===== config.mk =====
export PLATFORM = sky130hd
export DESIGN_NAME = cpu_clk_regs
export DESIGN_NICKNAME = d
export VERILOG_FILES = /design/src/rtl/cpu_clk_pkg.sv /design/src/rtl/clk_lock_timer.sv /design/src/rtl/clk_div_timer.sv /design/src/rtl/clk_mux_tracker.sv /design/src/rtl/cpu_clk_regs.sv
export SDC_FILE = /design/constraint.sdc
export NUM_CORES = 1
export LEC_CHECK = 0
export BUFFER_PORTS_ARGS = -buffer_cell sky130_fd_sc_hd__buf_2
export CORE_MARGIN = 4
export CORE_UTILIZATION = 61
export CTS_BUF_LIST = sky130_fd_sc_hd__clkbuf_8
export DETAILED_ROUTE_END_ITERATION = 8
export GPL_ROUTABILITY_DRIVEN = 0
export HOLD_SLACK_MARGIN = 0.1
export PLACE_DENSITY = 0.83
export SYNTH_ARGS = -nofsm -noshare
export SYNTH_HDL_FRONTEND = slang
export SYNTH_SLANG_ARGS = --single-unit

===== constraint.sdc =====
create_clock -name clk_i -period 2.24 [get_ports clk_i]
set_input_delay 0.336 -clock clk_i [delete_from_list [all_inputs] [get_ports clk_i]]
set_output_delay 0.336 -clock clk_i [all_outputs]
set_load 0.05 [all_outputs]

===== src/rtl/cpu_clk_pkg.sv =====
package cpu_clk_pkg;
  localparam int unsigned DATA_W = 32;
  localparam int unsigned OFF_W  = 12;

  localparam logic [OFF_W-1:0] OFF_LOCK    = 12'h000;
  localparam logic [OFF_W-1:0] OFF_PLL     = 12'h100;
  localparam logic [OFF_W-1:0] OFF_SRC     = 12'h200;
  localparam logic [OFF_W-1:0] OFF_MUXSTAT = 12'h400;
  localparam logic [OFF_W-1:0] OFF_DIV0    = 12'h500;
  localparam logic [OFF_W-1:0] OFF_DIV1    = 12'h504;
  localparam logic [OFF_W-1:0] OFF_DSTAT0  = 12'h600;
  localparam logic [OFF_W-1:0] OFF_DSTAT1  = 12'h604;

  // PLL field positions
  localparam int unsigned S_LSB = 0,  S_W = 3;
  localparam int unsigned P_LSB = 8,  P_W = 6;
  localparam int unsigned M_LSB = 16, M_W = 10;
  localparam int unsigned LOCKED_BIT = 29;
  localparam int unsigned SRC_BIT = 16;
  localparam int unsigned MUXSTAT_LSB = 16;

  typedef enum logic [2:0] {
    MUX_MOVING = 3'd0,
    MUX_MAIN   = 3'd1,
    MUX_ALT    = 3'd2
  } mux_stat_e;

  // busy bits sit every fourth bit from 0
  function automatic logic [DATA_W-1:0] busy_word(input int unsigned nbits);
    logic [DATA_W-1:0] w;
    w = '0;
    for (int k = 0; k < 8; k++)
      if (k < int'(nbits)) w[4*k] = 1'b1;
    return w;
  endfunction
endpackage


===== src/rtl/clk_lock_timer.sv =====
module clk_lock_timer #(
  parameter int unsigned LOCK_W = 20
) (
  input  logic              clk_i,
  input  logic              rst_ni,
  input  logic              cfg_we_i,
  input  logic [LOCK_W-1:0] lock_time_i,
  output logic              locked_o
);
  logic [LOCK_W-1:0] cnt_q;
  logic              pend_q;
  logic              locked_q;

  always_ff @(posedge clk_i or negedge rst_ni) begin
    if (!rst_ni) begin
      cnt_q    <= '0;
      pend_q   <= 1'b0;
      locked_q <= 1'b0;
    end else if (cfg_we_i) begin
      cnt_q    <= lock_time_i;
      pend_q   <= 1'b1;
      locked_q <= 1'b0;
    end else if (pend_q) begin
      if (cnt_q == '0) begin
        pend_q   <= 1'b0;
        locked_q <= 1'b1;
      end else begin
        cnt_q <= cnt_q - 1'b1;
      end
    end
  end

  assign locked_o = locked_q;

  p_lock_clear_r4: assert property (@(posedge clk_i) disable iff (!rst_ni)
    cfg_we_i |=> !locked_o);
  p_lock_wait_r4: assert property (@(posedge clk_i) disable iff (!rst_ni)
    (pend_q && cnt_q != '0) |=> !locked_o);
  p_lock_set_r4: assert property (@(posedge clk_i) disable iff (!rst_ni)
    (pend_q && cnt_q == '0 && !cfg_we_i) |=> locked_o);
endmodule


===== src/rtl/clk_div_timer.sv =====
module clk_div_timer #(
  parameter int unsigned SETTLE = 4,
  localparam int unsigned CNT_W = $clog2(SETTLE + 1)
) (
  input  logic clk_i,
  input  logic rst_ni,
  input  logic we_i,
  output logic busy_o
);
  logic [CNT_W-1:0] cnt_q;

  always_ff @(posedge clk_i or negedge rst_ni) begin
    if (!rst_ni)            cnt_q <= '0;
    else if (we_i)          cnt_q <= CNT_W'(SETTLE);
    else if (cnt_q != '0)   cnt_q <= cnt_q - 1'b1;
  end

  assign busy_o = (cnt_q != '0);

  p_busy_start_r6: assert property (@(posedge clk_i) disable iff (!rst_ni)
    we_i |=> busy_o);
  p_busy_bound_r6: assert property (@(posedge clk_i) disable iff (!rst_ni)
    cnt_q <= CNT_W'(SETTLE));
endmodule


===== src/rtl/clk_mux_tracker.sv =====
module clk_mux_tracker #(
  parameter int unsigned SETTLE = 2,
  localparam int unsigned CNT_W = $clog2(SETTLE + 1)
) (
  input  logic       clk_i,
  input  logic       rst_ni,
  input  logic       we_i,
  input  logic       sel_i,
  output logic       sel_o,
  output logic [2:0] stat_o
);
  import cpu_clk_pkg::*;

  logic             sel_q;
  logic [CNT_W-1:0] cnt_q;

  always_ff @(posedge clk_i or negedge rst_ni) begin
    if (!rst_ni) begin
      sel_q <= 1'b0;
      cnt_q <= '0;
    end else if (we_i) begin
      sel_q <= sel_i;
      cnt_q <= CNT_W'(SETTLE);
    end else if (cnt_q != '0) begin
      cnt_q <= cnt_q - 1'b1;
    end
  end

  assign sel_o  = sel_q;
  assign stat_o = (cnt_q != '0) ? MUX_MOVING : (sel_q ? MUX_ALT : MUX_MAIN);

  p_mux_moving_r8: assert property (@(posedge clk_i) disable iff (!rst_ni)
    we_i |=> stat_o == 3'd0);
  p_mux_code_r8: assert property (@(posedge clk_i) disable iff (!rst_ni)
    $onehot0(stat_o));
endmodule


===== src/rtl/cpu_clk_regs.sv =====
module cpu_clk_regs
  import cpu_clk_pkg::*;
#(
  parameter int unsigned LOCK_W     = 20,
  parameter int unsigned DIV_SETTLE = 4,
  parameter int unsigned MUX_SETTLE = 2
) (
  input  logic              clk_i,
  input  logic              rst_ni,
  input  logic [OFF_W-1:0]  addr_i,
  input  logic              we_i,
  input  logic [DATA_W-1:0] wdata_i,
  output logic [DATA_W-1:0] rdata_o
);
  localparam int unsigned N_DIV = 2;

  logic [LOCK_W-1:0] lock_q;
  logic [S_W-1:0]    s_q;
  logic [P_W-1:0]    p_q;
  logic [M_W-1:0]    m_q;
  logic              pll_we;
  logic              locked;
  logic              src_we;
  logic              src_sel;
  logic [2:0]        mux_stat;

  logic [DATA_W-1:0] div_q    [N_DIV];
  logic [DATA_W-1:0] dstat    [N_DIV];
  logic              div_busy [N_DIV];

  assign pll_we = we_i && (addr_i == OFF_PLL);
  assign src_we = we_i && (addr_i == OFF_SRC);

  always_ff @(posedge clk_i or negedge rst_ni) begin
    if (!rst_ni) begin
      lock_q <= '0;
      s_q    <= '0;
      p_q    <= '0;
      m_q    <= '0;
    end else begin
      if (we_i && addr_i == OFF_LOCK) lock_q <= wdata_i[LOCK_W-1:0];
      if (pll_we) begin
        s_q <= wdata_i[S_LSB +: S_W];
        p_q <= wdata_i[P_LSB +: P_W];
        m_q <= wdata_i[M_LSB +: M_W];
      end
    end
  end

  clk_lock_timer #(.LOCK_W(LOCK_W)) u_lock (
    .clk_i       (clk_i),
    .rst_ni      (rst_ni),
    .cfg_we_i    (pll_we),
    .lock_time_i (lock_q),
    .locked_o    (locked)
  );

  clk_mux_tracker #(.SETTLE(MUX_SETTLE)) u_mux (
    .clk_i  (clk_i),
    .rst_ni (rst_ni),
    .we_i   (src_we),
    .sel_i  (wdata_i[SRC_BIT]),
    .sel_o  (src_sel),
    .stat_o (mux_stat)
  );

  for (genvar g = 0; g < N_DIV; g++) begin : g_div
    localparam logic [OFF_W-1:0] OFF = OFF_DIV0 + OFF_W'(4 * g);
    localparam int unsigned NBUSY = (g == 0) ? 8 : 2;
    logic wr;
    assign wr = we_i && (addr_i == OFF);

    always_ff @(posedge clk_i or negedge rst_ni) begin
      if (!rst_ni)  div_q[g] <= '0;
      else if (wr)  div_q[g] <= wdata_i;
    end

    clk_div_timer #(.SETTLE(DIV_SETTLE)) u_tmr (
      .clk_i  (clk_i),
      .rst_ni (rst_ni),
      .we_i   (wr),
      .busy_o (div_busy[g])
    );

    assign dstat[g] = div_busy[g] ? busy_word(NBUSY) : '0;
  end

  always_comb begin
    rdata_o = '0;
    unique case (addr_i)
      OFF_LOCK: rdata_o[LOCK_W-1:0] = lock_q;
      OFF_PLL: begin
        rdata_o[S_LSB +: S_W]  = s_q;
        rdata_o[P_LSB +: P_W]  = p_q;
        rdata_o[M_LSB +: M_W]  = m_q;
        rdata_o[LOCKED_BIT]    = locked;
      end
      OFF_SRC:     rdata_o[SRC_BIT] = src_sel;
      OFF_MUXSTAT: rdata_o[MUXSTAT_LSB +: 3] = mux_stat;
      OFF_DIV0:    rdata_o = div_q[0];
      OFF_DIV1:    rdata_o = div_q[1];
      OFF_DSTAT0:  rdata_o = dstat[0];
      OFF_DSTAT1:  rdata_o = dstat[1];
      default:     rdata_o = '0;
    endcase
  end

  p_src_hold_r7: assert property (@(posedge clk_i) disable iff (!rst_ni)
    !src_we |=> $stable(src_sel));
  p_stat_ro_r9: assert property (@(posedge clk_i) disable iff (!rst_ni)
    (we_i && addr_i == OFF_MUXSTAT && !$past(src_we)) |=> $stable(mux_stat));
  p_unmapped_zero_r9: assert property (@(posedge clk_i) disable iff (!rst_ni)
    (addr_i == 12'h300) |-> rdata_o == '0);
endmodule


==> impl_metrics.yaml <==
floorplan:
  coreArea_sq_um: 10460
  fp.dieW_um: 112.3
  die_area_sq_um: 12620
  die_h_um: 112.3
  rows: 37
  initial_core_util: 0.6347
  ios: 79
worst_setup_path:
  crit_required_ps: 1900
  cp_slowest_cell: "dfrtp_1"
  cpPeakStageDelay_ps: 380
  cp.arrival_ps: 2090
  crit_cells: 7
  cp_num_buf_inv: 2
  crit_path_start_kind: "register"
  r2r_cells: 7
  path_delay_family: "compound AO/OA/AOI/OAI gates"
  crit_type: "reg -> out"
  cp_max_fo: 3
  path_cells: "inv_2 > ha_4 > nor2b_4 > o22ai_2 > nand4_1 > o211ai_1 > buf_4"
  endpoint_kind: "primary output"
global_route:
  grt-ovfl-total: 0
  groute.usage.overall: 0.2903
  antenna_found_initial: 0
  grt_start_max_net_pins: 87
  grt_pass1_wl_um: 28660
  grt_pass1_vias: 5432
timing:
  rsz0062_at_grt: "yes"
  max_freq_mhz: 412.0
  period_share: 1.084
  fin_ws_ps: -187.1
  finClkSkew_ps: 8.472
  slew_headroom: 0.6797
  tightest_slew_ps: 476.8
  hold_violations: 0
  setup_viol_count_final: 9
  maxSlewViolCount: 0
  min_period_ps: 2427
layout:
  final_layout_size_suffix_gt1_frac: 0.4086
  n_antenna_cell: 0
  layout.nets: 741
  area_delta_synth_final_pct: 24.08
  final_cells: 836
routing:
  vias: 5220
  postRouteAntennaNets: 0
  totalWireLength_um: 18070
  via_per_inst: 6.244
  wl_per_cell_um: 21.61
  drtPass1Iterations: 7
  drt_iter0_markers: 614
  drc_errors: 0
synth:
  yosys.area.top_type: "dfrtp_1"
  synth_edf_count: 0
  synth_top_family_by_area: "multiplexers"
  syn_inst: 566
  synth_cell_types: 52
  avgSynthCellArea_sq_um: 11.73
  yosys_register_bits: 134
  yosys.area_share.simple: 0.1306
  synthTopCellsByCount: "dfrtp_1, nand2_1, mux2_4"
  synthTopCellsByArea: "dfrtp_1, mux2_4, mux2_2"
  syn_nets: 620
  syn_area_sq_um: 6640
  synth-xor-area-share: 0.02506
  synth_top_flop_cell: "dfrtp_1"
  synthAdderAreaFrac: 0.01319
  synth_compound_gate_area_share: 0.09893
  yosysMostFrequentCell: "dfrtp_1"
  synthMuxAreaShare: 0.1899
  synth_top_area_share: 0.5050
  ys_seq_area_frac: 0.5050
  async_flop_share: 1.000
  yosys_warnings: 0
placed_design:
  dp.cells: 790
  io_buffer_count: 78
  dpl.hpwl_um: 10900
power_and_ir_drop:
  power_density_nw_per_um2: 756.6
  power_mw: 6.233
  ir_worst_vdd_v: 0.0005456
  p_leak_nw: 4.109
run_status:
  status: "finished with violations"
  violations: "negative setup slack"
min_path:
  holdPathStages: 3
  hold_class: "in -> reg"
clock_tree:
  cts.path.max_buffers: 2
  clk_latency_ps: 450
  htree_levels: 4
  cts_sinks: 134
  root_buffer: "clkbuf_8"
  cts-buffers-inserted: 17
  cts_tree: "done"
  path_clk_slew_ps: 80
run:
  maxCapViolations: 0
==> stage by stage <==
step | setup WS (ps) | util | setup TNS [ps] | hold WS [ps] | cell area (sq um)
2_1_floorplan | -226.2 | - | -678.7 | 40.41 | 6666
3_3_place_gp | 8.997 | 0.7110 | 0 | 265.4 | 7438
3_5_place_dp | -86.10 | 0.7110 | -1089 | 272.7 | 7438
4_1_cts | -149.2 | 0.7774 | -472.9 | 106.4 | 8134
5_1_grt | -212.7 | 0.7875 | -1436 | 107.1 | 8239
6_report | -187.1 | 0.7875 | -610.0 | 118.0 | 8239
==> where the power goes <==
group	internal (mW)	switching, mW	leakage (nW)
registers	2.56	0.133	1.76
clock network	1.61	0.982	0.263
logic	0.452	0.492	2.08
==> cell type report <==
cell class,count,area [sq um]
Sequential cell,134,3353
Multi-Input combinational cell,384,3152
Fill cell,614,2223
Timing Repair Buffer,128,970.9
Clock buffer,19,261.5
Clock inverter,13,249.0
Tap cell,136,170.2
Inverter,22,82.58
==> layout by cell type (no fill, tap or decap), types with 4 or more instances in the layout <==
cell and instances:
clkbuf_8 19, nor4_1 5, a22oi_1 15, xor2_1 8, dfrtp_1 134, nor3_1 10
nand3_1 4, mux2_2 32, nand4_1 4, o211ai_1 4, a21oi_1 12, mux2_4 58
inv_2 5, nor2_2 4, a222oi_1 11, o21ai_1 4, buf_6 10, buf_12 8
bufinv_16 7, buf_4 53, xnor2_1 11, buf_2 55, nor2_1 27, a22o_1 6
a221o_1 11, inv_1 19, o21ai_0 17, ha_1 4, nand2_1 83
==> final timing paths <==
kind	slack, ps	start	to
max	-190	g_div[0].u_tmr.cnt_q[1]	rdata_o[0]
min	120	wdata_i[23]	m_q[7]
max reg2reg	140	u_lock.cnt_q[0]	u_lock.cnt_q[10]
min reg2reg	480	m_q[2]	m_q[2]
max in group asynchronous	1130	rst_ni	div_q[10]
min in group asynchronous	330	rst_ni	g_div[1].u_tmr.cnt_q[1]
==> cell families after synthesis <==
group | after synthesis
simple gates | 174
flops | 134
mux | 93
compound gates | 90
buf+inv | 49
xor+xnor | 19
fa+ha+maj | 7
==> metal layers <==
| metal | global-route usage | vias up | wire length, um |
|---|---|---|---|
| met5 | 0 | - | 0 |
| met4 | 0.1138 | 0 | 407 |
| met3 | 0.08302 | 49 | 1369 |
| met2 | 0.4843 | 259 | 9083 |
| met1 | 0.3588 | 2653 | 7205 |
| li1 | - | 2259 | - |
==> what timing repair did <==
| item | CTS | global route |
|---|---|---|
| pin swaps | 7 | 9 |
| hold buffers | 1 | 0 |
| cloned | 1 | 0 |
| endpoints found under the hold margin | 24 | 0 |
| endpoints found under the setup margin | 21 | 34 |
| gates resized for setup | 44 | 14 |
| setup buffers | 4 | 8 |
==> sequential cells by signal (all words and copies together), names as in the netlist <==
register and count:
g_div.u_tmr.cnt_q 6, s_q 3, u_lock.cnt_q 20, u_lock.locked_o 1, div_q 64, u_lock.pend_q 1
u_mux.cnt_q 2, m_q 10, u_mux.sel_o 1, p_q 6, lock_q 20
==> worst min-delay path: stages <==
cell and delay, ps:
buf_2 100, nand2_1 50, nand2_1 50
(Power assumes the default switching activity.)
